[config.mk]
export PLATFORM = sky130hd
export DESIGN_NAME = fpadd_sp
export DESIGN_NICKNAME = d
export VERILOG_FILES = /design/src/rtl/fpadd_pkg.sv /design/src/rtl/fpa_align.sv /design/src/rtl/fpa_sum.sv /design/src/rtl/fpa_norm.sv /design/src/rtl/fpa_round.sv /design/src/rtl/fpadd_sp.sv
export SDC_FILE = /design/constraint.sdc
export NUM_CORES = 1
export LEC_CHECK = 0
export ABC_AREA = 1
export BUFFER_PORTS_ARGS = -buffer_cell sky130_fd_sc_hd__clkbuf_2
export CAP_MARGIN = 20
export CORE_MARGIN = 10
export CORE_UTILIZATION = 50
export CTS_BUF_LIST = sky130_fd_sc_hd__clkbuf_8
export DETAILED_ROUTE_END_ITERATION = 12
export PLACE_DENSITY = 0.69
export SYNTH_ARGS = -nofsm -noshare
export SYNTH_HDL_FRONTEND = slang
export SYNTH_SLANG_ARGS = --single-unit
[constraint.sdc]
create_clock -name clk -period 8.3 [get_ports clk]
set_clock_uncertainty 0.2 [all_clocks]
set_input_delay 1.66 -clock clk [delete_from_list [all_inputs] [get_ports clk]]
set_output_delay 1.66 -clock clk [all_outputs]
set_load 0.005 [all_outputs]
[src/rtl/fpadd_pkg.sv]
// Package: shared definitions for the binary32 adder pipeline.
// Assumes: operands use sign | biased exponent | fraction ordering.
package fpadd_pkg;
    // Operand-class tag carried down the pipeline beside the datapath.
    typedef enum logic [1:0] {
        CLS_FIN = 2'd0,   // finite result path (zeros and denormals included)
        CLS_NAN = 2'd1,   // result forced to the quiet NaN
        CLS_INF = 2'd2    // result forced to a signed infinity
    } cls_e;
endpackage

[src/rtl/fpa_align.sv]
// Module: stage 1, operand classification and exponent alignment.
// Orders the operands by magnitude, and shifts the smaller significand right
// by the exponent difference with guard, round and sticky bits appended.
// Assumes: denormals are treated as exponent 1 with hidden bit 0.
module fpa_align
    import fpadd_pkg::*;
#(
    parameter int EXP_W  = 8,
    parameter int FRAC_W = 23
) (
    input  logic                 clk,
    input  logic                 rst_n,
    input  logic                 in_valid,
    input  logic [EXP_W+FRAC_W:0] op_a,
    input  logic [EXP_W+FRAC_W:0] op_b,
    input  logic                 op_sub,
    output logic                 v_o,
    output cls_e                 cls_o,
    output logic                 sign_o,
    output logic                 eff_sub_o,
    output logic [EXP_W-1:0]     exp_o,
    output logic [FRAC_W+3:0]    big_o,
    output logic [FRAC_W+3:0]    small_o
);
    localparam int TOT_W = 1 + EXP_W + FRAC_W;
    localparam int SIG_W = FRAC_W + 1;
    localparam int WRK_W = SIG_W + 3;

    logic               sgn_a, sgn_b;
    logic [EXP_W-1:0]   ex_a, ex_b, efx_a, efx_b;
    logic [FRAC_W-1:0]  fr_a, fr_b;
    logic               nan_a, nan_b, inf_a, inf_b;
    logic               a_big;
    logic [EXP_W-1:0]   ex_l, ex_s, diff;
    logic [SIG_W-1:0]   sig_l, sig_s;
    logic               sgn_l;
    logic [WRK_W-1:0]   ext_s, shf_s, lowmask, aligned;
    cls_e               cls_n;
    logic               sign_n;

    // Field split; subtraction flips the sign of the second operand.
    assign sgn_a = op_a[TOT_W-1];
    assign sgn_b = op_b[TOT_W-1] ^ op_sub;
    assign ex_a  = op_a[TOT_W-2 -: EXP_W];
    assign ex_b  = op_b[TOT_W-2 -: EXP_W];
    assign fr_a  = op_a[FRAC_W-1:0];
    assign fr_b  = op_b[FRAC_W-1:0];
    assign nan_a = (&ex_a) && (fr_a != '0);
    assign nan_b = (&ex_b) && (fr_b != '0);
    assign inf_a = (&ex_a) && (fr_a == '0);
    assign inf_b = (&ex_b) && (fr_b == '0);
    assign efx_a = (ex_a == '0) ? EXP_W'(1) : ex_a;
    assign efx_b = (ex_b == '0) ? EXP_W'(1) : ex_b;

    // Magnitude order: the raw exponent|fraction bits sort like the values.
    assign a_big = (op_a[TOT_W-2:0] >= op_b[TOT_W-2:0]);

    // Select larger and smaller operand and their effective exponents.
    always_comb begin
        if (a_big) begin
            ex_l  = efx_a;  ex_s  = efx_b;
            sig_l = {ex_a != '0, fr_a};
            sig_s = {ex_b != '0, fr_b};
            sgn_l = sgn_a;
        end else begin
            ex_l  = efx_b;  ex_s  = efx_a;
            sig_l = {ex_b != '0, fr_b};
            sig_s = {ex_a != '0, fr_a};
            sgn_l = sgn_b;
        end
        diff = ex_l - ex_s;
    end

    // Right shift of the smaller significand with sticky collection.
    always_comb begin
        ext_s   = {sig_s, 3'b000};
        shf_s   = ext_s >> diff;
        lowmask = ~({WRK_W{1'b1}} << diff);
        if (diff >= EXP_W'(WRK_W))
            aligned = {{(WRK_W-1){1'b0}}, |sig_s};
        else
            aligned = shf_s | {{(WRK_W-1){1'b0}}, |(ext_s & lowmask)};
    end

    // Special-operand resolution: NaN beats infinity beats finite.
    always_comb begin
        cls_n  = CLS_FIN;
        sign_n = sgn_l;
        if (nan_a || nan_b || (inf_a && inf_b && (sgn_a != sgn_b))) begin
            cls_n  = CLS_NAN;
            sign_n = 1'b0;
        end else if (inf_a) begin
            cls_n  = CLS_INF;
            sign_n = sgn_a;
        end else if (inf_b) begin
            cls_n  = CLS_INF;
            sign_n = sgn_b;
        end
    end

    // Stage-1 pipeline register.
    always_ff @(posedge clk) begin
        if (!rst_n) begin
            v_o       <= 1'b0;
            cls_o     <= CLS_FIN;
            sign_o    <= 1'b0;
            eff_sub_o <= 1'b0;
            exp_o     <= '0;
            big_o     <= '0;
            small_o   <= '0;
        end else begin
            v_o       <= in_valid;
            cls_o     <= cls_n;
            sign_o    <= sign_n;
            eff_sub_o <= (sgn_a != sgn_b);
            exp_o     <= ex_l;
            big_o     <= {sig_l, 3'b000};
            small_o   <= aligned;
        end
    end

    // after alignment the smaller operand never exceeds the larger one.
    assert_align_order_R2: assert property (@(posedge clk) disable iff (!rst_n)
        (v_o && cls_o == CLS_FIN) |-> (big_o >= small_o));
endmodule

[src/rtl/fpa_sum.sv]
// Module: stage 2, significand addition or subtraction.
// Assumes: big_i >= small_i, so the difference never goes negative.
// A zero difference of opposite-sign operands gets a positive sign.
module fpa_sum
    import fpadd_pkg::*;
#(
    parameter int EXP_W  = 8,
    parameter int FRAC_W = 23
) (
    input  logic              clk,
    input  logic              rst_n,
    input  logic              v_i,
    input  cls_e              cls_i,
    input  logic              sign_i,
    input  logic              eff_sub_i,
    input  logic [EXP_W-1:0]  exp_i,
    input  logic [FRAC_W+3:0] big_i,
    input  logic [FRAC_W+3:0] small_i,
    output logic              v_o,
    output cls_e              cls_o,
    output logic              sign_o,
    output logic [EXP_W-1:0]  exp_o,
    output logic [FRAC_W+4:0] sum_o
);
    localparam int WRK_W = FRAC_W + 4;

    logic [WRK_W:0] raw;
    logic           sgn_n;

    // Add or subtract, then apply the zero-sign rule.
    always_comb begin
        if (eff_sub_i)
            raw = {1'b0, big_i} - {1'b0, small_i};
        else
            raw = {1'b0, big_i} + {1'b0, small_i};
        sgn_n = sign_i;
        if (eff_sub_i && raw == '0 && cls_i == CLS_FIN)
            sgn_n = 1'b0;
    end

    // Stage-2 pipeline register.
    always_ff @(posedge clk) begin
        if (!rst_n) begin
            v_o    <= 1'b0;
            cls_o  <= CLS_FIN;
            sign_o <= 1'b0;
            exp_o  <= '0;
            sum_o  <= '0;
        end else begin
            v_o    <= v_i;
            cls_o  <= cls_i;
            sign_o <= sgn_n;
            exp_o  <= exp_i;
            sum_o  <= raw;
        end
    end

    // an effective subtraction of ordered operands never carries out.
    assert_sub_no_carry_R3: assert property (@(posedge clk) disable iff (!rst_n)
        (v_i && eff_sub_i && cls_i == CLS_FIN) |=> !sum_o[WRK_W]);
endmodule

[src/rtl/fpa_norm.sv]
// Module: stage 3, normalization.
// Shifts right by one on carry-out, or left by the leading-zero count, and
// clamps the left shift so the exponent stays at 1 or above. A result with no
// hidden bit after the shift is encoded with exponent 0 (denormal or zero).
// Assumes: exp_i >= 1.
module fpa_norm
    import fpadd_pkg::*;
#(
    parameter int EXP_W  = 8,
    parameter int FRAC_W = 23
) (
    input  logic              clk,
    input  logic              rst_n,
    input  logic              v_i,
    input  cls_e              cls_i,
    input  logic              sign_i,
    input  logic [EXP_W-1:0]  exp_i,
    input  logic [FRAC_W+4:0] sum_i,
    output logic              v_o,
    output cls_e              cls_o,
    output logic              sign_o,
    output logic [EXP_W:0]    exp_o,
    output logic [FRAC_W+3:0] sig_o
);
    localparam int WRK_W = FRAC_W + 4;
    localparam int LZ_W  = $clog2(WRK_W + 1);

    logic [LZ_W-1:0]  lz;
    logic [EXP_W:0]   e_in, limit, lz_w, sh;
    logic [WRK_W-1:0] sig_n;
    logic [EXP_W:0]   exp_n;

    assign e_in  = {1'b0, exp_i};
    assign limit = e_in - (EXP_W+1)'(1);
    assign lz_w  = (EXP_W+1)'(lz);

    // Leading-zero count over the significand below the carry bit.
    always_comb begin
        lz = LZ_W'(WRK_W);
        for (int i = 0; i < WRK_W; i++)
            if (sum_i[i]) lz = LZ_W'(WRK_W - 1 - i);
    end

    // Normalizing shift and exponent adjustment.
    always_comb begin
        sh = (lz_w < limit) ? lz_w : limit;
        if (sum_i[WRK_W]) begin
            sig_n = {sum_i[WRK_W:2], sum_i[1] | sum_i[0]};
            exp_n = e_in + (EXP_W+1)'(1);
        end else begin
            sig_n = sum_i[WRK_W-1:0] << sh;
            exp_n = e_in - sh;
            if (!sig_n[WRK_W-1])
                exp_n = '0;
        end
    end

    // Stage-3 pipeline register.
    always_ff @(posedge clk) begin
        if (!rst_n) begin
            v_o    <= 1'b0;
            cls_o  <= CLS_FIN;
            sign_o <= 1'b0;
            exp_o  <= '0;
            sig_o  <= '0;
        end else begin
            v_o    <= v_i;
            cls_o  <= cls_i;
            sign_o <= sign_i;
            exp_o  <= exp_n;
            sig_o  <= sig_n;
        end
    end

    // a nonzero exponent always comes with the hidden bit set, and a zero exponent without it.
    assert_norm_hidden_R5: assert property (@(posedge clk) disable iff (!rst_n)
        (v_o && cls_o == CLS_FIN) |-> (sig_o[WRK_W-1] == (exp_o != '0)));
endmodule

[src/rtl/fpa_round.sv]
// Module: stage 4, round to nearest-even, renormalize, and pack the result.
// Applies special results and raises the overflow, tiny and invalid flags.
// Assumes: sig_i has the hidden bit at its MSB, or exp_i is 0 for denormals.
module fpa_round
    import fpadd_pkg::*;
#(
    parameter int EXP_W  = 8,
    parameter int FRAC_W = 23
) (
    input  logic                  clk,
    input  logic                  rst_n,
    input  logic                  v_i,
    input  cls_e                  cls_i,
    input  logic                  sign_i,
    input  logic [EXP_W:0]        exp_i,
    input  logic [FRAC_W+3:0]     sig_i,
    output logic                  v_o,
    output logic [EXP_W+FRAC_W:0] res_o,
    output logic                  ovf_o,
    output logic                  tiny_o,
    output logic                  inv_o
);
    localparam int SIG_W = FRAC_W + 1;
    localparam int WRK_W = SIG_W + 3;
    localparam int TOT_W = 1 + EXP_W + FRAC_W;
    localparam logic [EXP_W:0] EXP_TOP = (EXP_W+1)'((1 << EXP_W) - 1);

    logic              up;
    logic [SIG_W:0]    mant;
    logic [EXP_W:0]    e_r;
    logic [FRAC_W-1:0] frac_r;
    logic [TOT_W-1:0]  res_n;
    logic              ovf_n, tiny_n, inv_n;

    // Ties-to-even increment from the last kept bit and the guard/round/sticky bits.
    assign up   = sig_i[2] & (sig_i[3] | sig_i[1] | sig_i[0]);
    assign mant = {1'b0, sig_i[WRK_W-1:3]} + (SIG_W+1)'(up);

    // Renormalization after a rounding carry, and denormal-to-normal promotion.
    always_comb begin
        e_r    = exp_i;
        frac_r = mant[FRAC_W-1:0];
        if (mant[SIG_W]) begin
            e_r    = exp_i + (EXP_W+1)'(1);
            frac_r = mant[FRAC_W:1];
        end else if (exp_i == '0 && mant[SIG_W-1]) begin
            e_r = (EXP_W+1)'(1);
        end
    end

    // Result packing and flag selection.
    always_comb begin
        ovf_n  = 1'b0;
        tiny_n = 1'b0;
        inv_n  = 1'b0;
        if (cls_i == CLS_NAN) begin
            res_n = {1'b0, {EXP_W{1'b1}}, 1'b1, {(FRAC_W-1){1'b0}}};
            inv_n = 1'b1;
        end else if (cls_i == CLS_INF) begin
            res_n = {sign_i, {EXP_W{1'b1}}, {FRAC_W{1'b0}}};
        end else if (e_r >= EXP_TOP) begin
            res_n = {sign_i, {EXP_W{1'b1}}, {FRAC_W{1'b0}}};
            ovf_n = 1'b1;
        end else begin
            res_n  = {sign_i, e_r[EXP_W-1:0], frac_r};
            tiny_n = (e_r == '0) && (frac_r != '0);
        end
    end

    // Output register.
    always_ff @(posedge clk) begin
        if (!rst_n) begin
            v_o    <= 1'b0;
            res_o  <= '0;
            ovf_o  <= 1'b0;
            tiny_o <= 1'b0;
            inv_o  <= 1'b0;
        end else begin
            v_o    <= v_i;
            res_o  <= res_n;
            ovf_o  <= ovf_n;
            tiny_o <= tiny_n;
            inv_o  <= inv_n;
        end
    end

    // at most one flag is raised per result.
    assert_flags_exclusive_R2: assert property (@(posedge clk) disable iff (!rst_n)
        v_o |-> $onehot0({ovf_o, tiny_o, inv_o}));
    // overflow always delivers an infinity encoding.
    assert_ovf_is_inf_R7: assert property (@(posedge clk) disable iff (!rst_n)
        (v_o && ovf_o) |-> (res_o[TOT_W-2:0] == {{EXP_W{1'b1}}, {FRAC_W{1'b0}}}));
    // the invalid flag always comes with a NaN encoding.
    assert_inv_is_nan_R8: assert property (@(posedge clk) disable iff (!rst_n)
        (v_o && inv_o) |-> ((&res_o[TOT_W-2 -: EXP_W]) && res_o[FRAC_W-1:0] != '0));
endmodule

[src/rtl/fpadd_sp.sv]
// Module: top of the binary32 add/subtract pipeline.
// Chains align, sum, normalize and round stages; fixed latency of four edges,
// one operation accepted per cycle. Assumes rst_n is synchronous, active low.
module fpadd_sp
    import fpadd_pkg::*;
#(
    parameter int EXP_W  = 8,
    parameter int FRAC_W = 23
) (
    input  logic                  clk,
    input  logic                  rst_n,
    input  logic                  in_valid,
    input  logic [EXP_W+FRAC_W:0] op_a,
    input  logic [EXP_W+FRAC_W:0] op_b,
    input  logic                  op_sub,
    output logic                  out_valid,
    output logic [EXP_W+FRAC_W:0] res,
    output logic                  flag_ovf,
    output logic                  flag_tiny,
    output logic                  flag_inv
);
    localparam int WRK_W = FRAC_W + 4;

    logic             a_v, a_sign, a_sub;
    cls_e             a_cls;
    logic [EXP_W-1:0] a_exp;
    logic [WRK_W-1:0] a_big, a_small;

    logic             s_v, s_sign;
    cls_e             s_cls;
    logic [EXP_W-1:0] s_exp;
    logic [WRK_W:0]   s_sum;

    logic             n_v, n_sign;
    cls_e             n_cls;
    logic [EXP_W:0]   n_exp;
    logic [WRK_W-1:0] n_sig;

    fpa_align #(.EXP_W(EXP_W), .FRAC_W(FRAC_W)) u_align (
        .clk(clk), .rst_n(rst_n), .in_valid(in_valid),
        .op_a(op_a), .op_b(op_b), .op_sub(op_sub),
        .v_o(a_v), .cls_o(a_cls), .sign_o(a_sign), .eff_sub_o(a_sub),
        .exp_o(a_exp), .big_o(a_big), .small_o(a_small));

    fpa_sum #(.EXP_W(EXP_W), .FRAC_W(FRAC_W)) u_sum (
        .clk(clk), .rst_n(rst_n), .v_i(a_v), .cls_i(a_cls), .sign_i(a_sign),
        .eff_sub_i(a_sub), .exp_i(a_exp), .big_i(a_big), .small_i(a_small),
        .v_o(s_v), .cls_o(s_cls), .sign_o(s_sign), .exp_o(s_exp), .sum_o(s_sum));

    fpa_norm #(.EXP_W(EXP_W), .FRAC_W(FRAC_W)) u_norm (
        .clk(clk), .rst_n(rst_n), .v_i(s_v), .cls_i(s_cls), .sign_i(s_sign),
        .exp_i(s_exp), .sum_i(s_sum),
        .v_o(n_v), .cls_o(n_cls), .sign_o(n_sign), .exp_o(n_exp), .sig_o(n_sig));

    fpa_round #(.EXP_W(EXP_W), .FRAC_W(FRAC_W)) u_round (
        .clk(clk), .rst_n(rst_n), .v_i(n_v), .cls_i(n_cls), .sign_i(n_sign),
        .exp_i(n_exp), .sig_i(n_sig),
        .v_o(out_valid), .res_o(res), .ovf_o(flag_ovf), .tiny_o(flag_tiny),
        .inv_o(flag_inv));

    // every accepted operation leaves the pipeline exactly four edges later.
    assert_latency_R1: assert property (@(posedge clk) disable iff (!rst_n)
        in_valid |-> ##4 out_valid);
endmodule

Word-level counts from Yosys, hierarchy flattened. Index checks and enable logic that the tools add are counted.

Add/subtract/negate cells: 8. Magnitude comparators: 4. Eq/ne operators: 3. Shift-type cells: 3. Muxes and demuxes: 53. Bitwise gates (word level): 9. Reductions and logical operators: 35.

Operators by type and width (number): 31-bit two-way mux (3); 5-bit two-way mux (16); 23-bit nonzero test (3); 24-bit two-way mux (2); 23-bit logical NOT (2); 9-bit two-way mux (5); 4-bit two-way mux (8); 8-bit two-way mux (4); 31-bit greater-or-equal comparator (1); 27-bit by 27-bit adder with 28-bit output (1); 28-bit logical NOT (1); 28-bit two-way mux (1); 27-bit by 27-bit subtractor with 28-bit output (1); 27-bit AND (1); 27-bit two-way mux (1); 27-bit NOT (1); 27-bit by 1-bit bitwise OR with 27-bit output (1); 27-bit OR reduction (1); 27-bit by 8-bit << shifter with 27-bit output (first input constant) (1); 27-bit by 9-bit << shifter with 27-bit output (1); 27-bit by 8-bit right shift with 27-bit output (1); 24-bit by 1-bit adder with 25-bit output (1); 24-bit OR reduction (1); 23-bit two-way mux (1); other kinds (27) (56).

Flip-flop bits (word level): 183. Output and inout bits: 36. Word-level logic and storage cells: 142.

Depth between registers and ports, before layout.
Word-level depth: 32. Depth in mapped cells: 48. Gate-level depth less buffers: 47.

Cells and area by module. From an unflattened synthesis, not the netlist that was laid out.

Cells, all modules: 2624. Area total of the unflattened synthesis: 15950.3 µm².

Modules (own cells, without submodules): fpa_align (times used 1, cells an instance 936, area an instance 5734.2 µm², seq. area each 1281.2 µm²); fpa_norm (times used 1, cells an instance 659, area an instance 3808.7 µm², seq. area each 800.8 µm²); fpa_sum (times used 1, cells an instance 637, area an instance 3721.1 µm², seq. area each 800.8 µm²); fpa_round (times used 1, cells an instance 392, area an instance 2686.3 µm², seq. area each 720.7 µm²).

Worst setup path before layout. No wires, ideal clock.

Kind: input to register. Start: input port op_b[26]. End: register u_align.small_o[0]. Library setup time: 115 ps. Data arrival time: 6589 ps. Data required time: 7985 ps. Setup slack: 1397 ps. Stages: 34. Path buffers: 3. Cell sequence: inv_1 ha_1 nand2_1 nor4_1 and3b_1 nand2_1 o211ai_1 a21oi_1 nand2_1 buf_2 buf_2 clkbuf_1 nand2_1 o21ai_0 ha_1 inv_1 fa_1 nand3_1 and2_1 xor2_1 inv_1 nor2_1 inv_1 nor2_1 inv_1 nor2_1 o21ai_0 nand2_1 o221ai_1 a211oi_1 nand3_1 a211oi_1 nand3_1 o21a_1.

Cells in the longest elaborated chain, start to end: 10. Elaborated cells between the ends (all ways): 17. Classes of those cells: add/sub: 1; order compare: 2; shift: 2; mux: 5; bitwise: 3; reduce/logical: 4.

Ends and longest elaborated chain: start: declaration (line fpadd_sp.sv:14) `input logic [EXP_W+FRAC_W:0] op_b,`; parallel branches: the longest is 9 deep, another holds 31-bit greater-or-equal comparator; 1-bit two-way mux (*) (line fpa_align.sv:79) `if (diff >= EXP_W'(WRK_W))`; end signal: assignment (line fpa_align.sv:118) `small_o <= aligned;`; end: declaration (line fpa_align.sv:23) `output logic [FRAC_W+3:0] small_o`.

Every way passes the cells marked *. A chain may end at the register's enable or synchronous reset.

Final worst setup path.
Start: input port op_b[26]. End: register u_align.small_o[0].

Cells in the longest elaborated chain, start to end: 10. Elaborated cells between the ends (all ways): 17. Classes of those cells: add/sub: 1; order compare: 2; shift: 2; mux: 5; bitwise: 3; reduce/logical: 4.

Ends and longest elaborated chain: parallel branches: the longest is 2 deep, another holds 31-bit greater-or-equal comparator; 8-bit two-way mux (*) (line fpa_align.sv:60) `if (a_big) begin`; named net u_align.ex_l[2] (line fpa_align.sv:34) `logic [EXP_W-1:0] ex_l, ex_s, diff;`; 8-bit subtractor (*) (line fpa_align.sv:71) `diff = ex_l - ex_s;`; 27-bit by 8-bit << shifter with 27-bit output (line fpa_align.sv:78) `lowmask = ~({WRK_W{1'b1}} << diff);`; 27-bit NOT (line fpa_align.sv:78); 27-bit AND (line fpa_align.sv:82) `aligned = shf_s | {{(WRK_W-1){1'b0}}, |(ext_s & lowmask)};`; 27-bit OR reduction (line fpa_align.sv:82); 27-bit by 1-bit bitwise OR with 27-bit output (line fpa_align.sv:82); 1-bit two-way mux (*) (line fpa_align.sv:79).

Mark *: on every way through the listed nets, which the timed path passes.

==> impl_metrics.ini <==
[outcome]
outcome = finished, final reports clean

[global_route]
antenna_found_initial = 2
grt_usage_pct = 24.1
grt_pass1_vias = 13800
grt_max_degree = 89
grt.overflow.total = 0
grt_pass1_wl_um = 71100

[setup_path]
start_kind = primary input
worstPathMaxFanout = 26
cpMostUsedCell = inv_1
path_buf_inv = 8
critPathSlowestCell = nor4_1
critPathKind = primary input to flip-flop
arrival_ps = 7340
critPathMaxStageDelay_ps = 470
cp-end-kind = flip-flop
crit_family = simple AND/OR/NAND/NOR gates
crit_required_ps = 8480

[drt]
viasPerCell = 5.51
drcViolationCount = 0
drtPass1Iterations = 5
dr.max_layer_used = met4
wl_met1_um = 20900
wl_um = 44000
antenna_left = 0
wl_met2_um = 18800
met3_wirelength_um = 3200
wl_per_cell_um = 16.3
first_iter_violations = 1436
dr_total_vias = 14900

[logic_synthesis]
synth_ff_type = dfxtp_1
synth_area_per_cell_um2 = 6.32
synth_seq_cells = 180
synth_area_um2 = 14200
synth_warnings = 0
synth_edf_count = 0
async_reset_ff_share_pct = 0
synth_cells = 2250
ys_seq_area_share_pct = 25.3
synth.distinct_cells = 66

[timing]
maxSlewViolCount = 0
tightestPinTransition_ps = 826
tns_ps = 0
fin_crit_ps = 7160
finalSetupViolCount = 0
hold_slack_ps = 217
fmax_mhz = 140
hold_viol_final = 0
fin_crit_sh_pct = 86.2
rsz0062_at_grt = false
relSlewSlack_pct = 43.5

[cells_and_area]
final_cells = 2695
final_nets = 2479
n_antenna_cell = 0
drive_gt1_share_pct = 9.41
num-fill-cells = 2910
multi_input_area_um2 = 8960
syn_to_final_growth_pct = 7.96
layout.area.seq_um2 = 3600
final_cell_mix = nand2_1, inv_1, nand3_1
layout_commonest_cell = nand2_1

[clock_network]
cts.clk_slew.worst_paths_ps = 110
clk_path_buf_depth = 2
postCtsHoldBufs = 0
postCtsSetupBuffers = 0
htree_levels = 4
cts_buffers = 17
root_buffer = clkbuf_8
cts_resized = 0
clock_sinks = 180
clk_latency_ps = 480
cts_tree = done

[floorplanning]
io_pins = 104
die_h_um = 189
die_area_um2 = 35600
fp-row-count = 61
coreArea_um2 = 27900
fp.dieW_um = 189
start_util_pct = 50.9

[place]
gp_congestion = 0.962
io_buffers = 103
dp_hpwl_um = 35100
placedCellCount = 2663

[min_path]
hp-class = flip-flop to flip-flop

[power_and_ir_drop]
vdd_drop_max_mv = 0.142
p_leak_uw = 0.00757
p_per_area_nw_per_um2 = 263

[run]
drv_cap = 0
[stage by stage]
stage                     utilization, %  setup WS, ps  total power [µW]  cell area, µm²
after CTS                           55.0          1310              4010           15400
final                               55.0          1140              4040           15400
after floorplan                        -          1400              2850           14200
after global routing                55.0           797              4410           15400
after global placement              53.6          1020              3410           15000
after detailed placement            53.6           830              3420           15000
[path summary, 6_finish.rpt]
path | end | depth (start not counted) | startpoint | slack [ps]
setup / recovery | u_align.small_o[0] | 36 | op_b[26] | 1140
hold / removal | u_sum.exp_o[6] | 2 | u_align.exp_o[6] | 220
setup reg to reg | u_norm.exp_o[6] | 33 | u_sum.sum_o[1] | 2490
hold reg to reg | u_sum.exp_o[6] | 2 | u_align.exp_o[6] | 220
[where the power goes]
part           switching (µW)  leakage [µW]  internal (µW)
clock network             364      0.000197            221
logic                    1540       0.00590            748
registers                 134       0.00148           1030
[final cells by class]
class,count,share of cell area (%)
clock inverter,15,0.978
inverter,332,8.11
sequential,180,23.5
tap,378,3.08
multi-input combinational,1647,58.4
clock buffer,17,1.52
timing repair buffer,126,4.48
[cell families (layout without fill, tap and decap cells)]
family | count (synthesis) | in the layout | synth area share, %
AO/OA/AOI/OAI | 454 | 454 | 17.8
AND/OR/NAND/NOR | 1020 | 1020 | 31.6
multiplexers | 5 | 5 | 0.352
other | 1 | 2 | 0.0264
XOR/XNOR | 59 | 59 | 3.63
adder cells (fa/ha/maj) | 107 | 107 | 9.57
buffers and inverters | 424 | 490 | 11.7
flip-flops | 180 | 180 | 25.3
[registers in the layout (all words and copies together) (netlist names), 2 cells and up]
signal	cells
u_sum.exp_o	8
u_sum.cls_o	2
u_align.big_o	24
u_align.cls_o	2
u_round.res_o	32
u_norm.sig_o	27
u_norm.exp_o	9
u_align.small_o	27
u_sum.sum_o	28
u_align.exp_o	8
u_norm.cls_o	2
[cell usage after synthesis (6+ instances only)]
| library cell | instances | area share (%) |
|---|---|---|
| o21bai_1 | 6 | 0.32 |
| nand2_1 | 511 | 13 |
| buf_4 | 6 | 0.32 |
| nand2_2 | 7 | 0.31 |
| a31oi_1 | 11 | 0.48 |
| clkbuf_1 | 58 | 1.5 |
| o31ai_1 | 10 | 0.53 |
| buf_1 | 9 | 0.24 |
| xor2_1 | 51 | 3.1 |
| or2_2 | 8 | 0.35 |
| ha_1 | 104 | 9.1 |
| nor3_1 | 26 | 0.91 |
| o21a_1 | 8 | 0.42 |
| nor2_2 | 19 | 0.84 |
| buf_2 | 14 | 0.49 |
| xnor2_1 | 8 | 0.49 |
| inv_1 | 323 | 8.5 |
| o21ai_1 | 12 | 0.42 |
| inv_2 | 6 | 0.16 |
| nand3_1 | 198 | 7.0 |
| nor4_1 | 19 | 0.84 |
| o211ai_1 | 13 | 0.69 |
| nor2_1 | 172 | 4.5 |
| a211oi_1 | 12 | 0.63 |
| dfxtp_1 | 180 | 25 |
| nand4_1 | 36 | 1.6 |
| a21oi_1 | 162 | 5.7 |
| o21ai_0 | 184 | 6.5 |
[worst reg2reg max path, delay by kind of cell, from the launching register on]
family / cells / cell delay (ps)
AO/OA/AOI/OAI: 10 / 2220
AND/OR/NAND/NOR: 14 / 1370
adder cells (fa/ha/maj): 2 / 600
buffers and inverters: 7 / 970
flip-flops: 1 / 390
[metal layers]
| metal | up-vias | global-route usage, % |
|---|---|---|
| met2 | 559 | 37.0 |
| met5 | - | 0 |
| met3 | 68 | 3.58 |
| met1 | 6749 | 33.9 |
| met4 | 0 | 7.17 |
| li1 | 7474 | - |
Power figures use the tool's default switching activity.
